File: config.mk
export PLATFORM = sky130hd
export DESIGN_NAME = pbsat_add
export DESIGN_NICKNAME = d
export VERILOG_FILES = /design/src/rtl/pbsat_pkg.sv /design/src/rtl/pbsat_lane.sv /design/src/rtl/pbsat_add.sv
export SDC_FILE = /design/constraint.sdc
export NUM_CORES = 1
export LEC_CHECK = 0
export BUFFER_PORTS_ARGS = -buffer_cell sky130_fd_sc_hd__buf_2
export CAP_MARGIN = 0
export CORE_AREA = 3 3 139 74
export DETAILED_ROUTE_END_ITERATION = 10
export DIE_AREA = 0 0 142 77
export PLACE_DENSITY_LB_ADDON = 0.12
export SYNTH_ARGS = -nofsm -noshare
export SYNTH_HDL_FRONTEND = slang
export SYNTH_HIERARCHICAL = 1
export SYNTH_SLANG_ARGS = --single-unit
File: constraint.sdc
create_clock -name clk -period 2.1 [get_ports clk]
set_input_delay 0.21 -clock clk [delete_from_list [all_inputs] [get_ports clk]]
set_output_delay 0.21 -clock clk [all_outputs]
set_load 0.01 [all_outputs]
File: src/rtl/pbsat_pkg.sv
// Package: shared lane geometry for the packed saturating adder.
// Assumes lanes are equal width and the data word is a multiple of the lane width.
package pbsat_pkg;
    localparam int LANE_W  = 8;
    localparam int LANES   = 4;
    localparam int WORD_W  = LANE_W * LANES;

    // Result of one lane: clamped byte plus non-saturation flag.
    typedef struct packed {
        logic [LANE_W-1:0] val;
        logic              ok;
    } lane_res_t;
endpackage

File: src/rtl/pbsat_lane.sv
// Module: one signed lane with saturation.
// Sign-extends both operands by one bit and adds them. If the sum falls outside the
// signed range, it is clamped to the nearest bound. Purely combinational.
module pbsat_lane #(
    parameter int W = 8
) (
    input  logic [W-1:0] a,
    input  logic [W-1:0] b,
    output logic [W-1:0] y,
    output logic         ok
);
    localparam logic [W-1:0] MAXV = {1'b0, {(W-1){1'b1}}};
    localparam logic [W-1:0] MINV = {1'b1, {(W-1){1'b0}}};

    logic [W:0] sum;

    // Wide sum and clamp decision.
    always_comb begin
        sum = {a[W-1], a} + {b[W-1], b};
        // The top two sum bits disagree exactly when the result is out of range.
        if (sum[W] == sum[W-1]) begin
            y  = sum[W-1:0];
            ok = 1'b1;
        end else if (sum[W]) begin
            y  = MINV;
            ok = 1'b0;
        end else begin
            y  = MAXV;
            ok = 1'b0;
        end
    end
endmodule

File: src/rtl/pbsat_add.sv
// Module: top of the packed saturating adder.
// Instantiates one lane per byte, then registers the result, the flags and the
// output valid. The result and flags load only on in_valid && cond_pass.
// Assumes synchronous active-low reset.
module pbsat_add
    import pbsat_pkg::*;
(
    input  logic              clk,
    input  logic              rst_n,
    input  logic              in_valid,
    input  logic              cond_pass,
    input  logic [WORD_W-1:0] op_a,
    input  logic [WORD_W-1:0] op_b,
    output logic [WORD_W-1:0] res,
    output logic [LANES-1:0]  lane_ok,
    output logic              out_valid
);
    logic [WORD_W-1:0] res_d;
    logic [LANES-1:0]  ok_d;
    logic              commit;

    genvar gi;
    generate
        for (gi = 0; gi < LANES; gi++) begin : g_lane
            pbsat_lane #(.W(LANE_W)) u_lane (
                .a  (op_a[gi*LANE_W +: LANE_W]),
                .b  (op_b[gi*LANE_W +: LANE_W]),
                .y  (res_d[gi*LANE_W +: LANE_W]),
                .ok (ok_d[gi])
            );
        end
    endgenerate

    assign commit = in_valid && cond_pass;

    // Output valid follows the input strobe by one cycle.
    always_ff @(posedge clk) begin
        if (!rst_n) out_valid <= 1'b0;
        else        out_valid <= in_valid;
    end

    // Result and flag registers load only on a committed operation.
    always_ff @(posedge clk) begin
        if (!rst_n) begin
            res     <= '0;
            lane_ok <= '0;
        end else if (commit) begin
            res     <= res_d;
            lane_ok <= ok_d;
        end
    end
endmodule

# == Word level (Yosys, flattened, before mapping) ==
# Index checks and enable logic that the tools add are counted.
# op_classes
addsub,4
n_eq_ne,4
mux,12
n_reduce_logical,1
# ops
operator,count
$mux 8,8
$add 8x8->9,4
$eq 1x1->1,4
$mux 1,4
$logic_and 1x1->1,1
# totals
ff_bits,37
in_bits,68
out_inout_bits,37
wordCells,24

# == Logic depth before layout (Yosys ltp) ==
# Gate-level depths: netlist (run 1).
# depth
word_depth,3
depth_mapped,10
depth_no_buf,10

# == Cells and area by module ==
# The synthesis (run 1) kept the hierarchy.
# by_module_without_submodules
module,n_inst,cells_each,area_each_um2,seq_area_each_um2
pbsat_lane at g_lane[1].u_lane ...,3,70,533.0,0.0
pbsat_add,1,167,1535.2,740.7
pbsat_lane at g_lane[0].u_lane,1,64,504.2,0.0

# == Least setup slack after synthesis (run 1) ==
# No wires, ideal clock.
# synth_path
path_kind,input port to flip-flop
from,input port op_a[24]
to,register res[30]
setup_ns,0.121
t_arrival_ns,2.008
setup_slack_ns,-0.030
path_stages,10
n_path_buf,0
cell_sequence,ha_1 inv_1 fa_1 nand2b_1 a21oi_1 nor4_1 a311o_1 maj3_2 nand4_1 o21ai_0
# synth_via
elab_chain_cells,3
elab_cells_between_ends,4
cone_classes,1 x add/sub; 1 x eq/ne; 2 x mux
# synth_rtl
element,line_no,rtl
start: declaration,pbsat_add.sv:12,"input logic [WORD_W-1:0] op_a,"
$add 8x8->9 (*),pbsat_lane.sv:19,"sum = {a[W-1], a} + {b[W-1], b};"
$mux 8 / $eq 1x1->1 (equally long branches),"pbsat_lane.sv:24, pbsat_lane.sv:21",
$mux 8 (*),pbsat_lane.sv:21,if (sum[W] == sum[W-1]) begin
net res_d[30],pbsat_add.sv:18,logic [WORD_W-1:0] res_d;
end signal: assignment,pbsat_add.sv:48,res <= res_d;
end: declaration,pbsat_add.sv:14,"output logic [WORD_W-1:0] res,"
# Mark *: on every way through the listed nets, which the timed path passes. The rest lies on a longest branch.
# A chain may end at the register's enable or synchronous reset.

# == Final worst setup path (run 1) ==
# layout_path
from,input port op_a[16]
to,register res[16]
# The elaborated chain is that of the path after synthesis.

==> flow_summary.toml, run 1 <==
[synth]
primary_ff_master_synth = "sky130_fd_sc_hd__dfxtp_1"
synthArstFlopShare_pct = 0
synth.distinct_cells = 48
synthesis.area_per_instance_um2 = 8.25
postSynthRegisterBits = 37
post_synth_inst_count = 441
synth_warnings = 6
postSynthNetCount = 545
sequential_to_total_area_share_from_yosys_stat_pct = 20.4
synth_edf_count = 0
synthesis.area_um2 = 3640

[power]
total_leakage_power_uw = 0.00207
p_clk_share_pct = 30.8
p_total_uw = 2910
worst_ir_drop_vdd_v = 0.000440
power.combinational.fraction_pct = 41.8
p_int_uw = 1920
power.switching_fraction_pct = 34.1
power.share.sequential_pct = 27.5
switching_power_uw = 995
power_per_cell_area_nw_per_um2 = 632

[floorplanning]
die_height_um = 77
coreArea_um2 = 9230
io-pin-count = 105
floorplan.die_area_um2 = 10900
floorplan.rows = 25
initial_core_util_pct = 39.4
die_width_um = 142

[layout]
finalNetCount = 660
register_area_um2 = 741
antenna_cells = 0
layout_area_growth_over_synthesis_pct = 26.7
multi_input_area_um2 = 2690
final_layout_size_suffix_gt1_share_pct = 38.2
final_cells = 678
num-fill-cells = 896
layout.cell_area.non_filler_um2 = 4610

[timing]
fin_worst_skew_ns = 0
totalNegativeSetupSlack_ns = 0
final.setup.worst_slack_ns = 0.125
fmax_mhz = 506
timing.final.crit_period_ns = 1.97
layout_worst_path_cycle_share_pct = 94.0
worstMarginPinSlew_ns = 0.593
report.final.setup_viol = 0
report.final.hold_viol_count = 0
maxSlewHeadroom_pct = 60.4
timing.final.max_slew_violations = 0
setup_repair_after_global_routing_missed_its_margin = "no"

[grt]
first_global_vias = 3415
antenna_violations_before_repair = 0
grt_first_pass_wirelength_um = 16300
grt_remaining_overflow = 0
grt_max_degree = 74
grt_util_all_layers_pct = 17.7

[clocking]
cts.path.max_buffers = 2
cts_tree = "built"
clock-root-buffer = "sky130_fd_sc_hd__clkbuf_16"
cts_max_level = 2
cts_made_buffers = 5
cts.sinks = 37
worst_skew_pair.late_latency_ns = 0.28
worst_setup_hold_path_clk_slew_ns = 0.06

[routing]
routed-via-count = 3601
post_drt_wl_per_cell_um = 14.3
drcViolationCount = 0
antenna_violating_nets_post_route = 0
drt-total-wl_um = 9700
first_pass_iters = 5
drt_first_iter_violations = 205
avgViaCountPerCell = 5.31

[placement]
numPlacedInstances = 670
detailedPlace.worstSlack_ns = -0.186
detailed_place.area_um2 = 4400
placement.io_buffers = 104
dpl.hpwl_um = 7370
place.gp.congestion = 0.848

[hold_path]
min-delay-path-class = "in -> reg"

[critical_path]
setup.worst_path.class = "in -> reg"
critPathLaunchType = "input pin"
cp_max_fo = 7
highest_cell_delay_on_the_worst_timing_path_ns = 0.39
critical_path.n_buffers_inverters = 2
crit_path_cell_trace = "buf_2 > ha_1 > inv_1 > fa_1 > nand2b_1 > a211o_1 > o2111ai_2 > o21ai_0 > a22oi_1 > nand4_1 > o21ai_2"
cpLargestDelayFamily = "compound AO/OA/AOI/OAI gates"
cp_capture_type = "flop"
critical-path-slowest-cell = "sky130_fd_sc_hd__fa_1"
worstPathRequired_ns = 2.32
crit_arrival_ns = 2.19

[run_status]
run_status = "completed"

[job]
max_cap_violations = 0
[routing by layer]
| metal | GRT usage (%) | part of all wire (%) | vias to the layer above |
|---|---|---|---|
| met5 | 0 | 0 | - |
| met4 | 1.72 | 0.22 | 0 |
| met3 | 3.80 | 6.7 | 2 |
| met2 | 24.6 | 41 | 110 |
| met1 | 28.2 | 52 | 1637 |
| li1 | - | - | 1852 |
[what timing repair did]
| action | CTS | global route |
|---|---|---|
| setup buffers | 0 | 0 |
| gates resized for setup | 0 | 6 |
| setup endpoints to repair | 0 | 13 |
| hold buffers | 0 | 0 |
[placed cells by master (no fill, tap or decap), types with 4 or more instances in the layout]
| cell | instances |
|---|---|
| sky130_fd_sc_hd__a211o_1 | 6 |
| sky130_fd_sc_hd__a21oi_1 | 20 |
| sky130_fd_sc_hd__a22oi_1 | 7 |
| sky130_fd_sc_hd__buf_2 | 104 |
| sky130_fd_sc_hd__buf_4 | 26 |
| sky130_fd_sc_hd__clkbuf_16 | 5 |
| sky130_fd_sc_hd__dfxtp_1 | 37 |
| sky130_fd_sc_hd__fa_1 | 4 |
| sky130_fd_sc_hd__ha_1 | 31 |
| sky130_fd_sc_hd__inv_1 | 31 |
| sky130_fd_sc_hd__maj3_1 | 5 |
| sky130_fd_sc_hd__maj3_2 | 12 |
| sky130_fd_sc_hd__nand2_1 | 42 |
| sky130_fd_sc_hd__nand3_1 | 5 |
| sky130_fd_sc_hd__nand4_1 | 36 |
| sky130_fd_sc_hd__nor2_1 | 33 |
| sky130_fd_sc_hd__o211ai_1 | 8 |
| sky130_fd_sc_hd__o21ai_0 | 29 |
| sky130_fd_sc_hd__o21ai_2 | 30 |
| sky130_fd_sc_hd__o21bai_1 | 4 |
| sky130_fd_sc_hd__xnor2_1 | 10 |
| sky130_fd_sc_hd__xor2_1 | 7 |
[stage by stage]
stage	hold slack (ns)	utilization, %
detailed placement	0.450	47.6
global route	0.466	50.0
finish	0.437	50.0
global placement	0.444	47.6
CTS	0.448	49.5
floorplan	0.475	-
[kinds of logic after synthesis]
group / synth area share, %
and+or+nand+nor: 20.4
buffers and inverters: 7.08
DFF: 20.4
AOI/OAI and AO/OA: 27.7
xor gates and xnor gates: 6.19
adders and majority gates: 18.3
[synth_stat cells (all sizes together) (3+ instances only)]
cell type | n | area [um^2]
o21ai | 62 | 423
nand2 | 42 | 158
dfxtp | 37 | 741
nand4 | 36 | 225
nor2 | 33 | 124
ha | 32 | 400
inv | 31 | 116
a21oi | 23 | 115
buf | 19 | 126
maj3 | 17 | 185
xnor2 | 14 | 164
nor3 | 9 | 93.8
o211ai | 8 | 60.1
a211oi | 7 | 95.1
a22oi | 7 | 52.6
xor2 | 7 | 61.3
a211o | 6 | 52.6
nand3 | 5 | 25.0
and3 | 4 | 26.3
clkbuf | 4 | 15.0
fa | 4 | 80.1
o21bai | 4 | 30.0
a311o | 3 | 30.0
nand2b | 3 | 18.8
nor4 | 3 | 18.8
o2111ai | 3 | 45.0
o21a | 3 | 26.3
or3 | 3 | 18.8
[power by group through the flow]
stage / combinational, uW / sequential [uW] / clock (uW)
after floorplan: 822 / 842 / 0
after global placement: 1170 / 817 / 0
final: 1220 / 801 / 896
after CTS: 1200 / 802 / 914
after global routing: 1360 / 810 / 947
after detailed placement: 1190 / 816 / 0
[state kept, by name, summed over array words and instances, names as in the netlist]
signal and cells:
res 32, lane_ok 4, out_valid 1
[final timing paths]
kind	cells past startpoint	endpoint	startpoint	slack, ns
worst min register to register	2	res[22]$_SDFFE_PN0P_	res[22]$_SDFFE_PN0P_	0.46
worst max-delay path	11	res[16]$_SDFFE_PN0P_	op_a[16]	0.13
worst min-delay path	4	res[22]$_SDFFE_PN0P_	rst_n	0.44
worst max register to register	2	res[30]$_SDFFE_PN0P_	res[30]$_SDFFE_PN0P_	1.48
[final cells by class]
cell class / count / share of cell area, %
multi-input combinational: 350 / 58.3
sequential: 37 / 16.1
timing repair buffer: 131 / 16.0
tap: 121 / 3.28
clock buffer: 6 / 3.01
inverter: 31 / 2.52
clock inverter: 2 / 0.814
[worst reg2reg max path, stage by stage, from the launching register on]
cell	delay [ns]
sky130_fd_sc_hd__dfxtp_1	0.35
sky130_fd_sc_hd__nand2_1	0.05
sky130_fd_sc_hd__o21ai_0	0.14
Power figures use the tool's default switching activity.
==> inputs of run 2 (changes only) <==
--- a/config.mk
+++ b/config.mk
@@ -5,11 +5,12 @@
 export SDC_FILE = /design/constraint.sdc
 export NUM_CORES = 1
 export LEC_CHECK = 0
+export ABC_AREA = 1
 export BUFFER_PORTS_ARGS = -buffer_cell sky130_fd_sc_hd__buf_2
 export CAP_MARGIN = 0
-export CORE_AREA = 3 3 139 74
+export CORE_AREA = 3 3 134 71
 export DETAILED_ROUTE_END_ITERATION = 10
-export DIE_AREA = 0 0 142 77
+export DIE_AREA = 0 0 137 74
 export PLACE_DENSITY_LB_ADDON = 0.12
 export SYNTH_ARGS = -nofsm -noshare
 export SYNTH_HDL_FRONTEND = slang
==> run 2 against run 1 <==
  * Utilization fell by 1.4 points
  * Clock skew did not move
  * Sequential share of layout area up 1.8 points
  * Combinational power down 18%
  * Critical path type unchanged
==> flow_summary.toml, run 2 <==
[critical_path]
crit_path_cell_trace = "buf_2 > ha_1 > inv_1 > fa_1 > inv_1 > nand3_1 > nand2_1 > nand2_2 > nand2_1 > nand2_1 > nand2_2 > nand2_2 > nand2_1 > nand2_1 > nor2_1 > nor2_1"
setup.worst_path.class = "in -> reg"
cp_capture_type = "flop"
critical-path-slowest-cell = "sky130_fd_sc_hd__fa_1"
timing.critical_path.mode_cell = "sky130_fd_sc_hd__nand2_1"
critical_path.n_buffers_inverters = 3
critPathLaunchType = "input pin"
cp_max_fo = 5
cpLargestDelayFamily = "simple AND/OR/NAND/NOR gates"
worstPathRequired_ns = 2.26
crit_arrival_ns = 1.89
highest_cell_delay_on_the_worst_timing_path_ns = 0.40

[timing]
maxSlewHeadroom_pct = 53.6
totalNegativeSetupSlack_ns = 0
timing.final.crit_period_ns = 1.73
layout_worst_path_cycle_share_pct = 82.3
fin_worst_skew_ns = 0
final.setup.worst_slack_ns = 0.371
setup_repair_after_global_routing_missed_its_margin = "no"
timing.final.max_slew_violations = 0
report.final.setup_viol = 0
fmax_mhz = 578
report.final.hold_viol_count = 0
worstMarginPinSlew_ns = 0.696

[synth]
synthTopCellsByCount = "187 x sky130_fd_sc_hd__nand2_1, 123 x sky130_fd_sc_hd__nor2_1, 88 x sky130_fd_sc_hd__inv_1, 37 x sky130_fd_sc_hd__dfxtp_1, 32 x sky130_fd_sc_hd__ha_1"
primary_ff_master_synth = "sky130_fd_sc_hd__dfxtp_1"
synth.top_cells.by_area = "sky130_fd_sc_hd__dfxtp_1 22%, sky130_fd_sc_hd__nand2_1 21%, sky130_fd_sc_hd__nor2_1 14%, sky130_fd_sc_hd__ha_1 12%, sky130_fd_sc_hd__inv_1 9.8%"
synth_largest_type_area_fraction_pct = 21.9
post_synth_inst_count = 565
synth_top_cell_by_area = "sky130_fd_sc_hd__dfxtp_1"
synthesis.area_per_instance_um2 = 5.98
synth_edf_count = 0
synthArstFlopShare_pct = 0
synthesis.area_um2 = 3380
sequential_to_total_area_share_from_yosys_stat_pct = 21.9
postSynthRegisterBits = 37
synth.distinct_cells = 19
synth.most_common_cell = "sky130_fd_sc_hd__nand2_1"
postSynthNetCount = 669
synth_warnings = 6

[clocking]
cts_tree = "built"
cts_setup_buffers = 0
worst_skew_pair.late_latency_ns = 0.28
clock-root-buffer = "sky130_fd_sc_hd__clkbuf_16"
cts_max_level = 2
cts.sinks = 37
cts_resized = 0
worst_setup_hold_path_clk_slew_ns = 0.06
ctsHoldBuffers = 0
cts.path.max_buffers = 2
cts_made_buffers = 5

[routing]
first_pass_iters = 4
drcViolationCount = 0
post_drt_wl_per_cell_um = 9.36
drt_first_iter_violations = 104
routed-via-count = 3239
antenna_violating_nets_post_route = 0
avgViaCountPerCell = 4.13
drt-total-wl_um = 7340

[grt]
grt_remaining_overflow = 0
grt_first_pass_wirelength_um = 12300
grt_util_all_layers_pct = 14.5
first_global_vias = 2868
grt_max_degree = 73
antenna_violations_before_repair = 0

[placement]
detailed_place.area_um2 = 3970
dpl.hpwl_um = 5820
place.gp.congestion = 0.793
detailedPlace.worstSlack_ns = 0.0779
placement.io_buffers = 104
numPlacedInstances = 776

[layout]
largest_registers = "res: 32 flops, lane_ok: 4 flops, out_valid: 1 flops"
max_ffs_per_register = 32
layout.cell_area.non_filler_um2 = 4140
final_layout_size_suffix_gt1_share_pct = 21.9
largest_register = "res"
antenna_cells = 0
final_cells = 784
mostFrequentLayoutCells = "187 x sky130_fd_sc_hd__nand2_1, 123 x sky130_fd_sc_hd__nor2_1, 104 x sky130_fd_sc_hd__buf_2"
layout_area_growth_over_synthesis_pct = 22.7
finalNetCount = 770
layout_commonest_cell = "sky130_fd_sc_hd__nand2_1"

[floorplanning]
die_width_um = 137
coreArea_um2 = 8530
initial_core_util_pct = 39.6
floorplan.die_area_um2 = 10100
io-pin-count = 105
floorplan.rows = 24
die_height_um = 74

[power]
worst_ir_drop_vdd_v = 0.000345
total_leakage_power_uw = 0.00253
power_per_cell_area_nw_per_um2 = 642

[run_status]
run_status = "completed"

[job]
max_cap_violations = 0

[hold_path]
min-delay-path-class = "in -> reg"
[run 2: cell count changes after synthesis, moves of 8 or more]
cell,change
sky130_fd_sc_hd__a21oi_1,-15
sky130_fd_sc_hd__inv_1,+57
sky130_fd_sc_hd__inv_2,+8
sky130_fd_sc_hd__maj3_2,-12
sky130_fd_sc_hd__nand2_1,+145
sky130_fd_sc_hd__nand2_2,+15
sky130_fd_sc_hd__nand3_1,+11
sky130_fd_sc_hd__nand4_1,-36
sky130_fd_sc_hd__nor2_1,+90
sky130_fd_sc_hd__o211ai_1,-8
sky130_fd_sc_hd__o21ai_0,-29
sky130_fd_sc_hd__o21ai_2,-30
[run 2: layout make-up]
type	count	area (um^2)
sequential	37	741
timing repair buffer	105	528
clock inverter	1	30.0
multi-input combinational	421	2200
inverter	96	360
clock buffer	7	143
tap	117	146
fill	921	4380
[run 2: metal layers]
metal	up-vias	wire, um	track usage, %
met1	1309	3860	19.9
li1	1858	-	-
met2	68	3000	24.3
met4	0	46	3.65
met3	4	422	2.30
met5	-	0	0
[run 2: worst min-delay path, cell delays in order]
cell	delay [ns]
sky130_fd_sc_hd__buf_2	0.11
sky130_fd_sc_hd__nand2_1	0.05
sky130_fd_sc_hd__inv_1	0.04
[run 2: path summary, 6_finish.rpt]
check / start / slack, ns / to / cells past startpoint
max reg2reg: res[21]$_SDFFE_PN0P_ / 1.42 / res[21]$_SDFFE_PN0P_ / 4
min reg2reg: res[28]$_SDFFE_PN0P_ / 0.51 / res[28]$_SDFFE_PN0P_ / 4
min: in_valid / 0.16 / out_valid$_SDFF_PN0_ / 3
max: op_a[8] / 0.37 / res[11]$_SDFFE_PN0P_ / 16
[run 2: through the flow]
stage / hold slack (ns) / util (%) / power [uW]
6_report: 0.159 / 48.6 / 2660
5_1_grt: 0.177 / 48.6 / 2870
4_1_cts: 0.150 / 48.6 / 2700
3_5_place_dp: 0.445 / 46.6 / 1800
3_3_place_gp: 0.438 / 46.6 / 1800
2_1_floorplan: 0.303 / - / 1550
[run 2: where the power goes]
group	leakage (uW)	switching (uW)	total, uW	internal [uW]
Clock	0.0000841	282	875	593
Sequential	0.000306	28.2	790	762
Combinational	0.00214	595	997	402
Total	0.00253	906	2660	1760
[run 2: cells by family (layout without fill, tap and decap cells)]
family	Yosys count	count (layout)	synth area share [%]
buffers and inverters	107	209	13.0
DFF	37	37	21.9
and+or+nand+nor	351	351	42.2
AOI/OAI and AO/OA	14	14	3.41
adders and majority gates	36	36	14.2
xor gates and xnor gates	20	20	5.19
